### src/rtl/pfg_pkg.sv
package pfg_pkg;

  // strobes from control to datapath
  typedef struct packed {
    logic frameRst;
    logic lineAdv;
    logic pixWrite;
    logic pixStep;
  } pfgStrobes_t;

  // position flags from datapath to control
  typedef struct packed {
    logic hPrev;
    logic vPrev;
    logic xIsZero;
    logic xInside;
    logic yInside;
    logic yNextInside;
  } pfgStatus_t;

endpackage

### src/rtl/pfg_ctrl.sv
module pfg_ctrl
  import pfg_pkg::*;
#(
  parameter int FRAME_H = 480
) (
  input  logic        hSyncIn,
  input  logic        vSyncIn,
  input  logic        pixValid,
  input  pfgStatus_t  status,
  output pfgStrobes_t strobes
);

  localparam logic ROW1_INSIDE = (FRAME_H > 1);

  logic hFall;
  logic vFall;
  logic lineAdv;
  logic xOk;
  logic yOk;

  assign hFall   = status.hPrev & ~hSyncIn;
  assign vFall   = status.vPrev & ~vSyncIn;
  assign lineAdv = hFall & ~status.xIsZero;

  // bounds of the position after frame reset and line advance
  always_comb begin
    xOk = lineAdv | status.xInside;
    unique case ({vFall, lineAdv})
      2'b11:   yOk = ROW1_INSIDE;
      2'b10:   yOk = 1'b1;
      2'b01:   yOk = status.yNextInside;
      default: yOk = status.yInside;
    endcase
  end

  always_comb begin
    strobes.frameRst = vFall;
    strobes.lineAdv  = lineAdv;
    strobes.pixStep  = pixValid;
    strobes.pixWrite = pixValid & xOk & yOk;
  end

endmodule

### src/rtl/pfg_datapath.sv
module pfg_datapath
  import pfg_pkg::*;
#(
  parameter int FRAME_W = 640,
  parameter int FRAME_H = 480,
  parameter int RED_W   = 5,
  parameter int GRN_W   = 6,
  parameter int BLU_W   = 5,
  parameter int ADDR_W  = $clog2(FRAME_W * FRAME_H)
) (
  input  logic              clk,
  input  logic              rstN,
  input  logic              hSyncIn,
  input  logic              vSyncIn,
  input  logic [RED_W-1:0]  redIn,
  input  logic [GRN_W-1:0]  grnIn,
  input  logic [BLU_W-1:0]  bluIn,
  input  pfgStrobes_t       strobes,
  output pfgStatus_t        status,
  output logic              wrEn,
  output logic [ADDR_W-1:0] wrAddr,
  output logic [31:0]       wrData,
  output logic              frameDone
);

  localparam int XW = $clog2(FRAME_W + 1);
  localparam int YW = $clog2(FRAME_H + 1);
  localparam int BW = $clog2(FRAME_W * FRAME_H + 1);
  localparam logic [XW-1:0] X_LIM  = XW'(FRAME_W);
  localparam logic [YW-1:0] Y_LIM  = YW'(FRAME_H);
  localparam logic [YW-1:0] Y_LAST = YW'(FRAME_H - 1);
  localparam logic [BW-1:0] STRIDE = BW'(FRAME_W);

  logic [XW-1:0] xPos, xEff, xNext;
  logic [YW-1:0] yPos, yMid, yEff;
  logic [BW-1:0] lineBase, baseMid, baseEff;
  logic [BW-1:0] addrFull;
  logic          hPrev, vPrev;
  logic [31:0]   pixWord;

  assign status.hPrev       = hPrev;
  assign status.vPrev       = vPrev;
  assign status.xIsZero     = (xPos == '0);
  assign status.xInside     = (xPos < X_LIM);
  assign status.yInside     = (yPos < Y_LIM);
  assign status.yNextInside = (yPos < Y_LAST);

  // frame reset first, then line advance
  always_comb begin
    yMid    = strobes.frameRst ? '0 : yPos;
    baseMid = strobes.frameRst ? '0 : lineBase;
    xEff    = xPos;
    yEff    = yMid;
    baseEff = baseMid;
    if (strobes.lineAdv) begin
      xEff = '0;
      if (yMid < Y_LIM) begin
        yEff    = yMid + 1'b1;
        baseEff = baseMid + STRIDE;
      end
    end
  end

  always_comb begin
    xNext = xEff;
    if (strobes.pixStep && (xEff < X_LIM)) xNext = xEff + 1'b1;
  end

  assign addrFull = baseEff + BW'(xEff);
  assign pixWord  = (32'(redIn) << 19) + (32'(grnIn) << 10) + (32'(bluIn) << 3);

  always_ff @(posedge clk or negedge rstN) begin
    if (!rstN) begin
      xPos     <= '0;
      yPos     <= '0;
      lineBase <= '0;
      hPrev    <= 1'b0;
      vPrev    <= 1'b0;
    end else begin
      xPos     <= xNext;
      yPos     <= yEff;
      lineBase <= baseEff;
      hPrev    <= hSyncIn;
      vPrev    <= vSyncIn;
    end
  end

  always_ff @(posedge clk or negedge rstN) begin
    if (!rstN) begin
      wrEn      <= 1'b0;
      wrAddr    <= '0;
      wrData    <= '0;
      frameDone <= 1'b0;
    end else begin
      wrEn      <= strobes.pixWrite;
      frameDone <= strobes.frameRst;
      if (strobes.pixWrite) begin
        wrAddr <= addrFull[ADDR_W-1:0];
        wrData <= pixWord;
      end
    end
  end

endmodule

### src/rtl/pix_frame_grab.sv
module pix_frame_grab
  import pfg_pkg::*;
#(
  parameter int FRAME_W = 640,
  parameter int FRAME_H = 480,
  parameter int RED_W   = 5,
  parameter int GRN_W   = 6,
  parameter int BLU_W   = 5,
  parameter int ADDR_W  = $clog2(FRAME_W * FRAME_H)
) (
  input  logic              clk,
  input  logic              rstN,
  input  logic              hSyncIn,
  input  logic              vSyncIn,
  input  logic              pixValid,
  input  logic [RED_W-1:0]  redIn,
  input  logic [GRN_W-1:0]  grnIn,
  input  logic [BLU_W-1:0]  bluIn,
  output logic              wrEn,
  output logic [ADDR_W-1:0] wrAddr,
  output logic [31:0]       wrData,
  output logic              frameDone
);

  pfgStrobes_t strobes;
  pfgStatus_t  status;

  pfg_ctrl #(.FRAME_H(FRAME_H)) u_ctrl (
    .hSyncIn (hSyncIn),
    .vSyncIn (vSyncIn),
    .pixValid(pixValid),
    .status  (status),
    .strobes (strobes)
  );

  pfg_datapath #(
    .FRAME_W(FRAME_W), .FRAME_H(FRAME_H),
    .RED_W(RED_W), .GRN_W(GRN_W), .BLU_W(BLU_W), .ADDR_W(ADDR_W)
  ) u_dp (
    .clk      (clk),
    .rstN     (rstN),
    .hSyncIn  (hSyncIn),
    .vSyncIn  (vSyncIn),
    .redIn    (redIn),
    .grnIn    (grnIn),
    .bluIn    (bluIn),
    .strobes  (strobes),
    .status   (status),
    .wrEn     (wrEn),
    .wrAddr   (wrAddr),
    .wrData   (wrData),
    .frameDone(frameDone)
  );

endmodule

### config.mk
export PLATFORM = sky130hd
export DESIGN_NAME = pix_frame_grab
export DESIGN_NICKNAME = d
export VERILOG_FILES = /design/src/rtl/pfg_pkg.sv /design/src/rtl/pfg_ctrl.sv /design/src/rtl/pfg_datapath.sv /design/src/rtl/pix_frame_grab.sv
export SDC_FILE = /design/constraint.sdc
export NUM_CORES = 1
export LEC_CHECK = 0
export BUFFER_PORTS_ARGS = -buffer_cell sky130_fd_sc_hd__clkbuf_2
export CORE_ASPECT_RATIO = 0.6
export CORE_MARGIN = 4
export CORE_UTILIZATION = 47
export DETAILED_ROUTE_END_ITERATION = 10
export PLACE_DENSITY = 0.69
export SYNTH_ARGS = -nofsm -noshare
export SYNTH_HDL_FRONTEND = slang
export SYNTH_HIERARCHICAL = 1
export SYNTH_SLANG_ARGS = --single-unit
### constraint.sdc
create_clock -name clk -period 4.7 [get_ports clk]
set_input_delay 0.47 -clock clk [delete_from_list [all_inputs] [get_ports clk]]
set_output_delay 0.47 -clock clk [all_outputs]
set_load 0.02 [all_outputs]
# == Word level (Yosys, flattened, before mapping) ==
# Index checks and enable logic that the tools add are counted.
# totals
input_bits,21
ff_bits,93
out_inout_bits,53
# op_classes
bitwise,9
n_reduce_logical,3
eq_ne,3
magnitude_cmp,5
addsub,6
mux,9
# op_table
operator,count
$mux 19,3
$add 32x8->32,1
$lt 9x9->1 const B,3
$mux 9,3
$add 24x16->25,1
$lt 10x10->1 const B,2
$mux 10,2
$add 19x10->19,1
$add 19x10->19 const B,1
$add 10x1->10 const B,1
$logic_not 10->1,1
$add 9x1->9 const B,1
$and 1x1->1,5
$eq 2x2->1 const B,2
$not 1->1,3
$eq 2x1->1 const B,1
$pmux 1 s2,1
$reduce_or 2->1,1
$logic_and 1x1->1,1
$or 1x1->1,1

# == Logic depth before layout (Yosys ltp) ==
# depth
word_depth,7
depth_mapped,16
mapped_depth_nobuf,15

# == Modules after synthesis ==
# Netlist, hierarchy kept.
# modules_own_cells
mod,area_per_inst_um2,instances,cells_per_inst
pfg_datapath,4184.0,1,391
pfg_ctrl,68.8,1,9

# == Least setup slack after synthesis ==
# OpenSTA, ideal clock, no wires.
# synth_timing
path_type,flip-flop to flip-flop
from,reg u_dp.xPos[8]
to,reg u_dp.wrAddr[16]
path_buffers,4
synth_period_minus_slack_ns,3.863
path_stages_with_launch,17
arrival_time_ns,3.737
setup_time_ns,0.126
path_slack_ns,0.837
path_cell_list,dfrtp_1 -> or4_1 -> nor4_1 -> or3b_4 -> inv_1 -> buf_4 -> buf_6 -> clkbuf_1 -> nor2b_1 -> ha_1 -> clkbuf_1 -> a21oi_1 -> nor3_1 -> a2111oi_1 -> a21oi_2 -> and3_1 -> a221o_1
# synth_rtl
item,line_no,rtl
from (decl),pfg_datapath.sv:34,"logic [XW-1:0] xPos, xEff, xNext;"
from (signal assigned),pfg_datapath.sv:80,xPos <= xNext;
to (signal assigned),pfg_datapath.sv:98,wrAddr <= addrFull[ADDR_W-1:0];
to (decl),pfg_datapath.sv:21,"output logic [ADDR_W-1:0] wrAddr,"

==> flow_summary.ini <==
[critical_path]
arrival_ns = 4.52
crit_type = register to register
cp.required_ns = 4.91
crit_fanout = 12
start_kind = register
cp-end-kind = register

[cts]
clock_latency_ns = 0.33
clkTransAtPathRegs_ns = 0.06
cts_max_level = 3
cts_setup_buffers = 0
cts_hold_buf = 0
cts_buffers = 9
cts.path.max_buffers = 2
cts_root_buf = clkbuf_16
clock_sinks = 77
cts_tree = built

[power]
vdd_drop_max_v = 0.0002100
p_leak_uw = 0.002321
p_per_area_nw_per_um2 = 408.6

[die]
die_h_um = 81.68
ios = 74
dieArea_um2 = 10680
die_w_um = 130.8
start_util = 0.4915
num_rows = 26
core_um2 = 8653

[sta]
setup_viol = 0
post-route-min-period_ns = 4.313
worst_pin_slew_ns = 0.9530
rsz0062_at_grt = no
maxClockFrequency_mhz = 231.9
hold_viol_final = 0
fin_skew_ns = 0.007358
fin_tns_setup_ns = 0
drv_slew = 0
fin_crit_sh = 0.9177
maxSlewHeadroom = 0.3647

[drt]
routed_wl_mm = 9.305
ant_nets = 0
vias = 3109
firstDrtPassIters = 4
drt-initial-drc-count = 196
drc = 0
wl_per_cell_um = 16.32
viasPerCell = 5.454

[yosys]
synth_area_um2 = 4253
yosysWarnings = 6
ys_ff_latch = 77
syn_avg_cell_area_um2 = 10.63
synthFlopType = dfrtp_1
postSynthCellCount = 400
async_flop_share = 1.000
ys_seq_area_frac = 0.4531
synth_edf_count = 0
yosysUniqueCellTypes = 74

[placed_design]
gp_congestion = 0.8551
hpwl_mm = 6.834
port_buffers = 57
placed_cell_area_um2 = 4544

[global_route]
grt_usage = 0.1825
grt_pass1_wl_mm = 15.07
grt_max_degree = 78
antenna_found_initial = 0
overflow = 0
grt_pass1_vias = 2998

[cells_and_area]
finalNetCount = 488
fillers = 760
syn_to_final_growth_pct = 13.74
layout-drive-gt1-share = 0.2817
postLayoutCellArea_um2 = 4837
antenna_cells = 0

[run]
drv_cap = 0

[status]
status = complete, no violations

[hold_path]
hp-class = primary input to register
==> synthesized netlist by cell type (3+ instances only) <==
cell | instances | area (um2)
nor2b_1 | 28 | 175.2
or4_1 | 4 | 30.03
a211o_1 | 3 | 26.28
nor4_1 | 3 | 18.77
a211oi_1 | 6 | 45.04
and3_1 | 5 | 31.28
nand4_1 | 10 | 62.56
nor2_1 | 14 | 52.55
or2_2 | 4 | 25.02
and2b_2 | 3 | 26.28
buf_6 | 3 | 33.78
dfrtp_1 | 77 | 1927
o211ai_1 | 6 | 45.04
a31oi_1 | 4 | 25.02
o21ai_0 | 9 | 45.04
xor2_1 | 9 | 78.83
a21o_1 | 3 | 22.52
o21a_1 | 3 | 22.52
mux2_2 | 27 | 304.0
ha_1 | 13 | 162.7
nand2_1 | 27 | 101.4
nand3_1 | 6 | 30.03
xnor2_1 | 15 | 131.4
clkbuf_1 | 7 | 26.28
nor3_1 | 5 | 25.02
inv_1 | 15 | 56.30
a21oi_1 | 16 | 80.08
buf_4 | 21 | 157.7
==> metal layers <==
metal	GRT usage	wire length, um	share of wire
met3	0.05393	676	0.073
met2	0.2518	3873	0.42
met5	0	0	0
met1	0.2777	4688	0.50
met4	0.04620	67	0.0072
==> logic make-up after synthesis <==
| family | Yosys count | share of synthesized area |
|---|---|---|
| buffers and inverters | 50 | 0.06943 |
| muxes | 29 | 0.07620 |
| other | 1 | 0.0008818 |
| AOI/OAI and AO/OA | 75 | 0.1280 |
| and+or+nand+nor | 130 | 0.1801 |
| DFF | 77 | 0.4531 |
| xor gates and xnor gates | 24 | 0.04943 |
| adders and majority gates | 14 | 0.04295 |
==> final timing paths <==
path | start | depth (start not counted) | endpoint | slack (ns)
min in group asynchronous | rstN | 1 | u_dp/hPrev | 0.29
worst min-delay path | hSyncIn | 1 | u_dp/hPrev | 0.26
worst max-delay path | u_dp/xPos[7] | 15 | u_dp/wrAddr[18] | 0.39
max in group asynchronous | rstN | 1 | u_dp/wrData[13] | 3.80
worst min register to register | u_dp/wrAddr[15] | 2 | u_dp/wrAddr[15] | 0.49
worst max register to register | u_dp/xPos[7] | 15 | u_dp/wrAddr[18] | 0.39
==> flip-flops by register name, summed over array words and instances, names as in the netlist <==
register        count
u_dp/xPos          10
u_dp/frameDone      1
u_dp/vPrev          1
u_dp/hPrev          1
u_dp/yPos           9
u_dp/wrData        16
u_dp/wrEn           1
u_dp/lineBase      19
u_dp/wrAddr        19
==> cells in the final DEF (no fill, tap or decap), types with 3 or more instances in the layout <==
master     count
or2_2          4
a31oi_1        4
a21oi_1       15
o21ai_0        9
and2b_2        3
xor2_1         9
nand2_1       27
nor2b_1       27
or4_1          4
clkbuf_16      9
o211ai_1       6
a21o_1         3
and3_1         5
nand4_1       10
xnor2_1       15
clkbuf_2      56
buf_4          4
a211o_1        3
nor3_1         5
nor2_1        14
inv_1         15
mux2_2        27
nand3_1        6
a211oi_1       6
o21a_1         3
dfrtp_1       77
ha_1          13
conb_1        16
clkinv_4       4
==> critical path: stages (launching register included) <==
cell and delay (ns):
dfrtp_1 0.41, or4_1 0.53, nor4_2 0.36, or3b_4 0.24
inv_1 0.17, buf_4 0.24, nor2b_2 0.22, ha_1 0.21
inv_1 0.05, fa_1 0.40, nor2b_1 0.16, o21bai_1 0.13
a211o_1 0.39, a21oi_1 0.20, a311oi_1 0.11, or3b_1 0.36
==> repair_timing <==
action,CTS,global route
endpoints found under the setup margin,0,4
hold endpoints to repair,0,0
gates resized for setup,0,3
==> per-stage QoR <==
| stage | hold WS, ns | cells | utilization | worst slack [ns] | total power [uW] |
|---|---|---|---|---|---|
| 3_5_place_dp | 0.4758 | 554 | 0.5252 | 0.2384 | 1342 |
| 4_1_cts | 0.2461 | 570 | 0.5574 | 0.2059 | 1988 |
| 3_3_place_gp | 0.4681 | 554 | 0.5252 | 0.3320 | 1327 |
| 5_1_grt | 0.2580 | 570 | 0.5590 | 0.08680 | 2093 |
| 6_report | 0.2579 | 570 | 0.5590 | 0.3869 | 1976 |
| 2_1_floorplan | 0.1744 | 415 | - | 0.8372 | 1192 |
==> power by group <==
group          switching (uW)  leakage [uW]  internal (uW)
logic                     317       0.00119            197
registers                74.3       0.00101            755
clock network             273      0.000129            361
==> cell type report <==
type	instances	area, um2	area share
inverters	17	68.82	0.01423
flip-flops and latches	77	1927	0.3983
well taps	112	140.1	0.02897
clock buffers	10	229.0	0.04734
multi-input cells	288	2112	0.4366
clock inverters	6	50.05	0.01035
repair buffers	60	310.3	0.06415
Note: power is estimated with default switching activity, not from simulation.
